===== config.mk =====
export PLATFORM = sky130hd
export DESIGN_NAME = cpwm_top
export DESIGN_NICKNAME = d
export VERILOG_FILES = /design/src/rtl/cpwm_pkg.sv /design/src/rtl/cpwm_regs.sv /design/src/rtl/cpwm_timer.sv /design/src/rtl/cpwm_deadtime.sv /design/src/rtl/cpwm_top.sv
export SDC_FILE = /design/constraint.sdc
export NUM_CORES = 1
export LEC_CHECK = 0
export BUFFER_PORTS_ARGS = -buffer_cell sky130_fd_sc_hd__buf_4
export CAP_MARGIN = 30
export CORE_AREA = 5 5 106 158
export CTS_CLUSTER_DIAMETER = 200
export DETAILED_ROUTE_END_ITERATION = 12
export DIE_AREA = 0 0 111 163
export PLACE_DENSITY = 0.87
export SKIP_LAST_GASP = 1
export SYNTH_ARGS = -nofsm -noshare
export SYNTH_HDL_FRONTEND = slang
export SYNTH_SLANG_ARGS = --single-unit

===== constraint.sdc =====
create_clock -name clk_i -period 6.7 [get_ports clk_i]
set_input_delay 1.34 -clock clk_i [delete_from_list [all_inputs] [get_ports clk_i]]
set_output_delay 1.34 -clock clk_i [all_outputs]
set_load 0.005 [all_outputs]

===== src/rtl/cpwm_pkg.sv =====
package cpwm_pkg;
  localparam int CNT_W     = 12;
  localparam int N_CH      = 3;
  localparam int DT_W      = 8;
  localparam int ADDR_W    = 4;
  localparam logic [7:0] UNLOCK_KEY = 8'h55;
  localparam int A_LOCK    = 0;
  localparam int A_EN      = 1;
  localparam int A_CTRL    = 2;
  localparam int A_DT      = 3;
  localparam int A_PER_L   = 4;
  localparam int A_PER_H   = 5;
  localparam int A_DUTY0   = 6;
  // status follows the duty pairs
  localparam int A_STAT    = A_DUTY0 + 2 * N_CH;
endpackage


===== src/rtl/cpwm_regs.sv =====
module cpwm_regs
  import cpwm_pkg::*;
#(
  parameter int CW  = CNT_W,
  parameter int NCH = N_CH,
  parameter int DTW = DT_W,
  parameter int AW  = ADDR_W
) (
  input  logic                    clk_i,
  input  logic                    rst_ni,
  input  logic [AW-1:0]           addr_i,
  input  logic [7:0]              wdata_i,
  input  logic                    we_i,
  output logic [7:0]              rdata_o,
  input  logic                    fault_i,
  input  logic                    wrap_i,
  input  logic                    dmatch_i,
  output logic                    run_o,
  output logic                    fault_en_o,
  output logic [2*NCH-1:0]        oe_o,
  output logic                    pol_p_o,
  output logic                    pol_n_o,
  output logic [DTW-1:0]          dt_o,
  output logic [CW-1:0]           per_sh_o,
  output logic [NCH-1:0][CW-1:0]  duty_sh_o,
  output logic                    ovf_flag_o,
  output logic                    duty_flag_o,
  output logic                    fault_lat_o
);
  localparam int HW = CW - 8;

  logic [7:0]             lock_q;
  logic [7:0]             en_q;
  logic [1:0]             ctrl_q;
  logic [DTW-1:0]         dt_q;
  logic [CW-1:0]          per_q;
  logic [NCH-1:0][CW-1:0] duty_q;
  logic                   ovf_q, dfl_q, flt_q;
  logic                   unlocked, cfg_we, stat_we;

  assign unlocked = (lock_q == UNLOCK_KEY);
  assign cfg_we   = we_i && unlocked && (addr_i >= AW'(A_EN)) && (addr_i < AW'(A_STAT));
  assign stat_we  = we_i && (addr_i == AW'(A_STAT));

  always_ff @(posedge clk_i or negedge rst_ni) begin
    if (!rst_ni) begin
      lock_q <= '0;
      en_q   <= '0;
      ctrl_q <= '0;
      dt_q   <= '0;
      per_q  <= '0;
      duty_q <= '0;
    end else begin
      if (we_i && addr_i == AW'(A_LOCK)) lock_q <= wdata_i;
      if (cfg_we) begin
        if (addr_i == AW'(A_EN))    en_q   <= wdata_i;
        if (addr_i == AW'(A_CTRL))  ctrl_q <= wdata_i[1:0];
        if (addr_i == AW'(A_DT))    dt_q   <= wdata_i[DTW-1:0];
        if (addr_i == AW'(A_PER_L)) per_q[7:0]    <= wdata_i;
        if (addr_i == AW'(A_PER_H)) per_q[CW-1:8] <= wdata_i[HW-1:0];
        for (int c = 0; c < NCH; c++) begin
          if (addr_i == AW'(A_DUTY0 + 2*c))     duty_q[c][7:0]    <= wdata_i;
          if (addr_i == AW'(A_DUTY0 + 2*c + 1)) duty_q[c][CW-1:8] <= wdata_i[HW-1:0];
        end
      end
    end
  end

  // sticky flags: set wins over clear
  always_ff @(posedge clk_i or negedge rst_ni) begin
    if (!rst_ni) begin
      ovf_q <= 1'b0;
      dfl_q <= 1'b0;
      flt_q <= 1'b0;
    end else begin
      if (wrap_i)                       ovf_q <= 1'b1;
      else if (stat_we && wdata_i[0])   ovf_q <= 1'b0;
      if (dmatch_i)                     dfl_q <= 1'b1;
      else if (stat_we && wdata_i[1])   dfl_q <= 1'b0;
      if (en_q[6] && fault_i)           flt_q <= 1'b1;
      else if (stat_we && wdata_i[2])   flt_q <= 1'b0;
    end
  end

  always_comb begin
    rdata_o = '0;
    if (addr_i == AW'(A_LOCK))  rdata_o = lock_q;
    if (addr_i == AW'(A_EN))    rdata_o = en_q;
    if (addr_i == AW'(A_CTRL))  rdata_o = 8'(ctrl_q);
    if (addr_i == AW'(A_DT))    rdata_o = 8'(dt_q);
    if (addr_i == AW'(A_PER_L)) rdata_o = per_q[7:0];
    if (addr_i == AW'(A_PER_H)) rdata_o = 8'(per_q[CW-1:8]);
    for (int c = 0; c < NCH; c++) begin
      if (addr_i == AW'(A_DUTY0 + 2*c))     rdata_o = duty_q[c][7:0];
      if (addr_i == AW'(A_DUTY0 + 2*c + 1)) rdata_o = 8'(duty_q[c][CW-1:8]);
    end
    if (addr_i == AW'(A_STAT))  rdata_o = {5'b0, flt_q, dfl_q, ovf_q};
  end

  assign run_o       = en_q[7];
  assign fault_en_o  = en_q[6];
  assign oe_o        = en_q[2*NCH-1:0];
  assign pol_p_o     = ctrl_q[0];
  assign pol_n_o     = ctrl_q[1];
  assign dt_o        = dt_q;
  assign per_sh_o    = per_q;
  assign duty_sh_o   = duty_q;
  assign ovf_flag_o  = ovf_q;
  assign duty_flag_o = dfl_q;
  assign fault_lat_o = flt_q;

  p_lock_r2: assert property (@(posedge clk_i) disable iff (!rst_ni)
    (we_i && !unlocked && addr_i == AW'(A_PER_L)) |=> $stable(per_q));

  p_fault_hold_r12: assert property (@(posedge clk_i) disable iff (!rst_ni)
    (flt_q && !(stat_we && wdata_i[2])) |=> flt_q);

  p_fault_set_r12: assert property (@(posedge clk_i) disable iff (!rst_ni)
    (en_q[6] && fault_i) |=> flt_q);
endmodule


===== src/rtl/cpwm_timer.sv =====
module cpwm_timer
  import cpwm_pkg::*;
#(
  parameter int CW  = CNT_W,
  parameter int NCH = N_CH
) (
  input  logic                   clk_i,
  input  logic                   rst_ni,
  input  logic                   run_i,
  input  logic [CW-1:0]          per_sh_i,
  input  logic [NCH-1:0][CW-1:0] duty_sh_i,
  output logic [NCH-1:0]         raw_o,
  output logic                   wrap_o,
  output logic                   dmatch_o
);
  logic [CW-1:0]          cnt_q, per_q;
  logic [NCH-1:0][CW-1:0] duty_q;
  logic                   last;

  assign last = (per_q == '0) || (cnt_q >= per_q - 1'b1);

  always_ff @(posedge clk_i or negedge rst_ni) begin
    if (!rst_ni) begin
      cnt_q  <= '0;
      per_q  <= '0;
      duty_q <= '0;
    end else if (!run_i || last) begin
      cnt_q  <= '0;
      per_q  <= per_sh_i;
      duty_q <= duty_sh_i;
    end else begin
      cnt_q  <= cnt_q + 1'b1;
    end
  end

  for (genvar c = 0; c < NCH; c++) begin : g_cmp
    assign raw_o[c] = run_i && (duty_q[c] > cnt_q);
  end

  assign wrap_o   = run_i && last;
  assign dmatch_o = run_i && (cnt_q == duty_q[0]);

  p_cnt_range_r3: assert property (@(posedge clk_i) disable iff (!rst_ni)
    (run_i && per_q != '0) |-> (cnt_q < per_q));

  p_hold_act_r6: assert property (@(posedge clk_i) disable iff (!rst_ni)
    (run_i && !last) |=> ($stable(per_q) && $stable(duty_q)));
endmodule


===== src/rtl/cpwm_deadtime.sv =====
module cpwm_deadtime
  import cpwm_pkg::*;
#(
  parameter int DTW = DT_W
) (
  input  logic           clk_i,
  input  logic           rst_ni,
  input  logic           run_i,
  input  logic           raw_i,
  input  logic [DTW-1:0] dt_i,
  output logic           act_p_o,
  output logic           act_n_o
);
  logic           lvl_q;
  logic [DTW-1:0] gap_q;

  always_ff @(posedge clk_i or negedge rst_ni) begin
    if (!rst_ni) begin
      lvl_q <= 1'b0;
      gap_q <= '0;
    end else if (!run_i) begin
      lvl_q <= 1'b0;
      gap_q <= '0;
    end else if (raw_i != lvl_q) begin
      lvl_q <= raw_i;
      gap_q <= dt_i;
    end else if (gap_q != '0) begin
      gap_q <= gap_q - 1'b1;
    end
  end

  assign act_p_o = run_i &&  lvl_q && (gap_q == '0);
  assign act_n_o = run_i && !lvl_q && (gap_q == '0);

  // a turn-on after a non-zero gap must follow a cycle where the partner was off
  p_gap_r4: assert property (@(posedge clk_i) disable iff (!rst_ni)
    ($rose(act_p_o) && $past(dt_i) != '0) |-> $past(!act_n_o));
endmodule


===== src/rtl/cpwm_top.sv =====
module cpwm_top
  import cpwm_pkg::*;
#(
  parameter int CW  = CNT_W,
  parameter int NCH = N_CH,
  parameter int DTW = DT_W,
  parameter int AW  = ADDR_W
) (
  input  logic             clk_i,
  input  logic             rst_ni,
  input  logic [AW-1:0]    addr_i,
  input  logic [7:0]       wdata_i,
  input  logic             we_i,
  output logic [7:0]       rdata_o,
  input  logic             fault_i,
  output logic [NCH-1:0]   out_p_o,
  output logic [NCH-1:0]   out_n_o,
  output logic [2*NCH-1:0] drv_en_o,
  output logic             irq_ovf_o,
  output logic             irq_duty_o
);
  logic                   run, fault_en, pol_p, pol_n, fault_lat, wrap, dmatch;
  logic [2*NCH-1:0]       oe;
  logic [DTW-1:0]         dt;
  logic [CW-1:0]          per_sh;
  logic [NCH-1:0][CW-1:0] duty_sh;
  logic [NCH-1:0]         raw, act_p, act_n, drv_p, drv_n;
  logic                   kill;

  cpwm_regs #(.CW(CW), .NCH(NCH), .DTW(DTW), .AW(AW)) u_regs (
    .clk_i, .rst_ni, .addr_i, .wdata_i, .we_i, .rdata_o, .fault_i,
    .wrap_i(wrap), .dmatch_i(dmatch),
    .run_o(run), .fault_en_o(fault_en), .oe_o(oe), .pol_p_o(pol_p), .pol_n_o(pol_n),
    .dt_o(dt), .per_sh_o(per_sh), .duty_sh_o(duty_sh),
    .ovf_flag_o(irq_ovf_o), .duty_flag_o(irq_duty_o), .fault_lat_o(fault_lat)
  );

  cpwm_timer #(.CW(CW), .NCH(NCH)) u_timer (
    .clk_i, .rst_ni, .run_i(run), .per_sh_i(per_sh), .duty_sh_i(duty_sh),
    .raw_o(raw), .wrap_o(wrap), .dmatch_o(dmatch)
  );

  // asynchronous kill: no register between fault_i and the pins
  assign kill = fault_lat || (fault_en && fault_i);

  for (genvar c = 0; c < NCH; c++) begin : g_ch
    cpwm_deadtime #(.DTW(DTW)) u_dt (
      .clk_i, .rst_ni, .run_i(run), .raw_i(raw[c]), .dt_i(dt),
      .act_p_o(act_p[c]), .act_n_o(act_n[c])
    );
    assign drv_p[c] = run && oe[c]     && !kill && act_p[c];
    assign drv_n[c] = run && oe[NCH+c] && !kill && act_n[c];

    p_no_overlap_r5: assert property (@(posedge clk_i) disable iff (!rst_ni)
      !((out_p_o[c] != pol_p) && (out_n_o[c] != pol_n)));
  end

  assign out_p_o  = drv_p ^ {NCH{pol_p}};
  assign out_n_o  = drv_n ^ {NCH{pol_n}};
  assign drv_en_o = oe & {2*NCH{run}};

  p_fault_kill_r11: assert property (@(posedge clk_i) disable iff (!rst_ni)
    (fault_en && fault_i) |-> (out_p_o == {NCH{pol_p}} && out_n_o == {NCH{pol_n}}));

  p_stop_r10: assert property (@(posedge clk_i) disable iff (!rst_ni)
    !run |-> (drv_en_o == '0 && out_p_o == {NCH{pol_p}}));
endmodule


### After elaboration in Yosys (flattened, before gate mapping)

Cells that the tools add are included.

* reduce and logical (&&, ||, !) cells: 74
* $lt $le $gt $ge: 6
* bitwise logic cells: 3
* mux-type cells: 35
* add/sub/neg operators: 5
* eq/ne operators: 23

Operators with widths (count)
* 8-bit 2-to-1 mux: 22
* 1-bit logical AND: 44
* 12-bit > comparator: 3
* 8-bit zero test: 3
* 8-bit nonzero test: 3
* 8-bit by 1-bit subtractor with 8-bit output (second input constant): 3
* 2-bit AND reduction: 11
* 4-bit == test (second input constant): 5
* 4-bit by 3-bit == test with 1-bit output (second input constant): 4
* 12-bit by 1-bit adder with 12-bit output (second input constant): 1
* 12-bit == test: 1
* 12-bit greater-or-equal comparator: 1
* 12-bit zero test: 1
* 1-bit 2-to-1 mux: 12
* 12-bit 2-to-1 mux: 1
* 12-bit by 1-bit subtractor with 12-bit output (second input constant): 1
* 3-bit by 1-bit != test with 1-bit output (second input constant): 3
* 4-bit by 2-bit == test with 1-bit output (second input constant): 2
* 8-bit by 7-bit == test with 1-bit output (second input constant): 1
* 6-bit bitwise AND: 1
* 2-bit by 1-bit != test with 1-bit output (second input constant): 3
* 2-bit nonzero test: 3
* 3-bit bitwise XOR: 2
* 1-bit zero test: 5
* other kinds (6): 10

* register bits after elaboration: 164
* output and inout port bits: 22
* logic and storage cells: 172
* input bits: 16

### Longest topological paths before layout

* word-level depth: 14
* gate-level depth with buffers: 16
* depth with buffers taken out: 14

### Hierarchy

Synthesis repeated with hierarchy kept, for this count alone.

* cell total of the unflattened synthesis: 824
* area, all modules: 9441.6 µm²

By module, submodules not included
* cpwm_regs: sequential area each 1926.8 µm², area an instance 3862.5 µm², times used 1, cells each 302
* cpwm_timer: sequential area each 1501.4 µm², area an instance 3709.8 µm², times used 1, cells each 320
* cpwm_deadtime: sequential area each 225.2 µm², area an instance 575.6 µm², times used 3, cells each 61
* cpwm_top: sequential area each 0.0 µm², area an instance 142.6 µm², times used 1, cells each 19

### Worst setup path after synthesis

Ideal clock, no wire load.

* path type: input -> output
* start point: input addr_i[0]
* end point: output rdata_o[4]
* buffers on the path: 4
* required time: 5360 ps
* slack: 2571 ps
* arrival: 2789 ps
* cell stages on the path: 7
* cells stage by stage: buf_2 > buf_1 > buf_2 > buf_2 > nor3_1 > a221oi_1 > o21ai_0

* word-level cells in the longest chain between the ends: 14
* elaborated cells on any way between the ends: 26
* classes of those cells: eq/ne: 12; mux: 13; reduce/logical: 1

Ends and longest elaborated chain
* start: declaration: line cpwm_top.sv:11 `input logic [AW-1:0] addr_i,`
* 4-bit zero test: line cpwm_regs.sv:87 `if (addr_i == AW'(A_LOCK)) rdata_o = lock_q;`
* 8-bit 2-to-1 mux: line cpwm_regs.sv:87
* 8-bit 2-to-1 mux: line cpwm_regs.sv:88 `if (addr_i == AW'(A_EN)) rdata_o = en_q;`
* 8-bit 2-to-1 mux: line cpwm_regs.sv:89 `if (addr_i == AW'(A_CTRL)) rdata_o = 8'(ctrl_q);`
* 8-bit 2-to-1 mux: line cpwm_regs.sv:90 `if (addr_i == AW'(A_DT)) rdata_o = 8'(dt_q);`
* 8-bit 2-to-1 mux: line cpwm_regs.sv:91 `if (addr_i == AW'(A_PER_L)) rdata_o = per_q[7:0];`
* 8-bit 2-to-1 mux: line cpwm_regs.sv:92 `if (addr_i == AW'(A_PER_H)) rdata_o = 8'(per_q[CW-1:8]);`
* 8-bit 2-to-1 mux: line cpwm_regs.sv:94 `if (addr_i == AW'(A_DUTY0 + 2*c)) rdata_o = duty_q[c][7:0];`
* 8-bit 2-to-1 mux: line cpwm_regs.sv:95 `if (addr_i == AW'(A_DUTY0 + 2*c + 1)) rdata_o = 8'(duty_q[c][CW-1:8]);`
* 8-bit 2-to-1 mux: line cpwm_regs.sv:94
* 8-bit 2-to-1 mux: line cpwm_regs.sv:95
* 8-bit 2-to-1 mux: line cpwm_regs.sv:94
* 8-bit 2-to-1 mux: line cpwm_regs.sv:95
* 8-bit 2-to-1 mux (*): line cpwm_regs.sv:97 `if (addr_i == AW'(A_STAT)) rdata_o = {5'b0, flt_q, dfl_q, ovf_q};`
* end: declaration: line cpwm_top.sv:14 `output logic [7:0] rdata_o,`

Every way passes the cells marked *; elsewhere a longest branch is shown, timed or not.

### Final worst setup path

* start point: register u_timer.per_q[2]
* end point: register u_timer.duty_q[0] in the netlist's numbering

* word-level cells in the longest chain between the ends: 4
* elaborated cells on any way between the ends: 5
* classes of those cells: add/sub: 1; order compare: 1; reduce/logical: 3

Ends and longest elaborated chain
* start: declaration: line cpwm_timer.sv:16 `logic [CW-1:0] cnt_q, per_q;`
* start signal: assignment: line cpwm_timer.sv:29 `per_q <= per_sh_i;`
* 12-bit by 1-bit subtractor with 12-bit output: line cpwm_timer.sv:20 `assign last = (per_q == '0) || (cnt_q >= per_q - 1'b1);`
* 12-bit greater-or-equal comparator: line cpwm_timer.sv:20
* 1-bit logical OR (*): line cpwm_timer.sv:20
* 1-bit logical OR (*): line cpwm_timer.sv:27 `end else if (!run_i || last) begin`
* end signal: assignment: line cpwm_timer.sv:30 `duty_q <= duty_sh_i;`
* end: declaration: line cpwm_timer.sv:17 `logic [NCH-1:0][CW-1:0] duty_q;`

Marks and branches as above.
A chain may end at the register's enable or synchronous reset.

==> results.ini <==
[run_status]
outcome = complete, no violations

[global_route]
antenna_found_initial = 0
grt_pass1_wl_um = 37600
grt_pass1_vias = 7034
grt_max_degree = 102
track_usage_pct = 26.6
grt_remaining_overflow = 0

[timing]
min_period_ns = 4.75
hold-worst-slack_ns = 0.495
clock-skew-final_ns = 0.00802
finalCritPeriodShare_pct = 70.8
tightest_slew_ns = 1.08
grt_setup_unrepaired = no
setup_tns_ns = 0
setup_viol = 0
slew_viol_final = 0
fin_ws_ns = 1.95
fmax_ghz = 0.211
hold_viol = 0
relSlewSlack_pct = 27.6

[logic_synthesis]
ys_types = 64
yosysSeqAreaShare_pct = 45.8
synth_top_area_share_pct = 45.8
ys_top_cells_by_area = dfrtp_1 46%, mux2_2 9.2%, ha_1 7.4%
syn_inst = 806
synth.ff_latch_count = 164
synth_edf_count = 0
syn_area_um2 = 8960
syn_area_per_cell_um2 = 11.1
synth.net_count = 875
synthFlopType = dfrtp_1
yosys.area.top_type = dfrtp_1
ys_async_sr_fraction_pct = 100
yosysWarnings = 0

[worst_hold_path]
min_path_type = reg2reg
worstHoldStart = u_timer.duty_q[7]
min_path_cells = 1
holdPathEnd = u_timer.duty_q[7]

[clocking]
cts.path.max_buffers = 2
insertion_delay_ns = 0.43
postCtsHoldBufs = 0
cts-root-buf = clkbuf_16
post-cts-setup-buffers = 0
htreeDepth = 4
cts_resized = 0
cts.sinks = 164
clkTransAtPathRegs_ns = 0.06
numCtsBuffers = 17
cts_tree = built

[flow_run]
timing.max_cap.violations = 0

[final_layout]
fin_cells = 1051
layout.nets = 904
area_growth_pct = 11.2
antenna-diode-count = 0
mostFrequentLayoutCells = 164 x dfrtp_1, 73 x mux2_2, 72 x nor2_1
final_area_um2 = 9960
mostFrequentLayoutCell = dfrtp_1
drive_gt1_share_pct = 19.3
final_core_utilization_pct = 64.9
nFillCells = 1080

[critical_path]
worst_setup_path_end_kind = flop
worst_r2r_endpoint = u_timer.duty_q[0]
crit_slowest_cell = a211oi_2
crit_path_max_fanout = 32
startpoint_type = flop
cp.required_ns = 7.00
critical_path_class = reg2reg
reg2regPathDepth = 13
arrival_ns = 5.04
reg2reg_from = u_timer.per_q[2]
slowest_delay_ns = 0.71
cp_cell_sequence = nor2_1, nand3_1, or3_1, nor4_1, xnor2_1, ha_1, a2111o_1, a211oi_1, o21ai_1, a211oi_2, nand2_2, buf_4, mux2_1
r2r_slack_ns = 1.95

[floorplanning]
io-pin-count = 38
core_um2 = 15300
fp.dieArea_um2 = 18100
num_rows = 56
fp.dieW_um = 111
start_util_pct = 58.4
die_h_um = 163

[route]
avgRoutedWirePerCell_um = 22.4
drtAntennaViolNets = 0
vias_per_cell = 6.45
first_iter_violations = 596
vias = 6780
drc = 0
drt-total-wl_um = 23500
dr.pass1.iters = 5

[placed_design]
dpl_worst_slack_ns = 1.99
post_dp_cell_area_um2 = 9360
globalplace.congestion = 0.972
io_buffers = 37
place_inst = 1019
hpwlAfterDp_um = 16600

[power_and_ir_drop]
power_mw = 2.94
irDropWorstVdd_v = 0.000223
p_leak_nw = 4.92
power_density_nw_per_um2 = 295

## layout make-up
cell class              instances  area [um^2]  area share [%]
multi-input cells             576         4560            45.7
inverters                      34          128            1.28
repair buffers                 42          319            3.20
well taps                     203          254            2.55
clock inverters                13          148            1.48
clock buffers                  19          453            4.55
flip-flops and latches        164         4100            41.2
## critical path, delay by kind of cell (launching register included)
kind | cells | cell delay (ns)
DFF | 1 | 0.43
AOI/OAI and AO/OA | 4 | 1.47
buffers and inverters | 1 | 0.43
and+or+nand+nor | 5 | 1.46
muxes | 1 | 0.39
adders and majority gates | 1 | 0.27
xor gates and xnor gates | 1 | 0.16
## power breakdown
group / leakage (nW) / internal (mW) / total [mW] / switching [mW]
Clock: 0.283 / 0.574 / 0.985 / 0.412
Combinational: 2.43 / 0.342 / 0.763 / 0.421
Sequential: 2.21 / 1.09 / 1.19 / 0.0974
Total: 4.92 / 2.01 / 2.94 / 0.930
## sequential cells by signal, indices dropped and copies added, names as in the netlist, 8 cells and up
register / flops
u_timer.per_q: 12
u_timer.cnt_q: 12
u_regs.en_q: 8
u_regs.per_sh_o: 12
u_timer.duty_q: 36
g_ch.u_dt.gap_q: 24
u_regs.dt_o: 8
u_regs.duty_sh_o: 36
u_regs.lock_q: 8
## worst max path at each step
stage,start,to,slack [ns],cells after the start
6_report,u_timer.per_q[2],u_timer.duty_q[0],1.95,13
5_1_grt,u_timer.per_q[2],u_timer.duty_q[0],1.58,13
4_1_cts,u_timer.per_q[2],u_timer.duty_q[0],1.95,13
3_5_place_dp,u_timer.per_q[2],u_timer.duty_q[3],1.99,13
3_3_place_gp,u_timer.per_q[2],u_timer.duty_q[25],2.21,13
2_1_floorplan,addr_i[0],rdata_o[4],2.57,7
## cell usage after synthesis, types with 6 or more instances
cell type and number:
and3_1 7, nand2_1 32, xor2_1 9, o211ai_1 9, nor4_1 6, clkbuf_1 14, nand3_1 29, nor2_1 72
and2_1 8, xnor2_1 34, mux2_1 38, nand4_1 6, a211oi_1 8, dfrtp_1 164, a22o_1 12, nand2b_1 6
buf_2 9, mux2i_1 26, a21oi_1 29, o21ai_0 26, inv_1 34, nor3_1 16, a21o_1 6, or3_1 6
ha_1 53, mux2_2 73
## metal layers
layer	vias to the layer above	global-route usage, %	wire [um]
met5	-	0	0
met4	0	16.8	1720
met3	107	4.01	1400
met2	357	47.3	12000
met1	3336	29.8	8370
li1	2980	-	-
## cells by family (layout without fill, tap and decap cells)
family | after synthesis | count (layout) | synth area share [%]
fa+ha+maj | 53 | 53 | 7.40
flops | 164 | 164 | 45.8
buf+inv | 66 | 108 | 3.31
mux | 139 | 139 | 17.4
compound gates | 122 | 122 | 9.20
simple gates | 218 | 218 | 12.5
xor+xnor | 44 | 44 | 4.39
No activity file was read; power rests on OpenSTA's default activity.
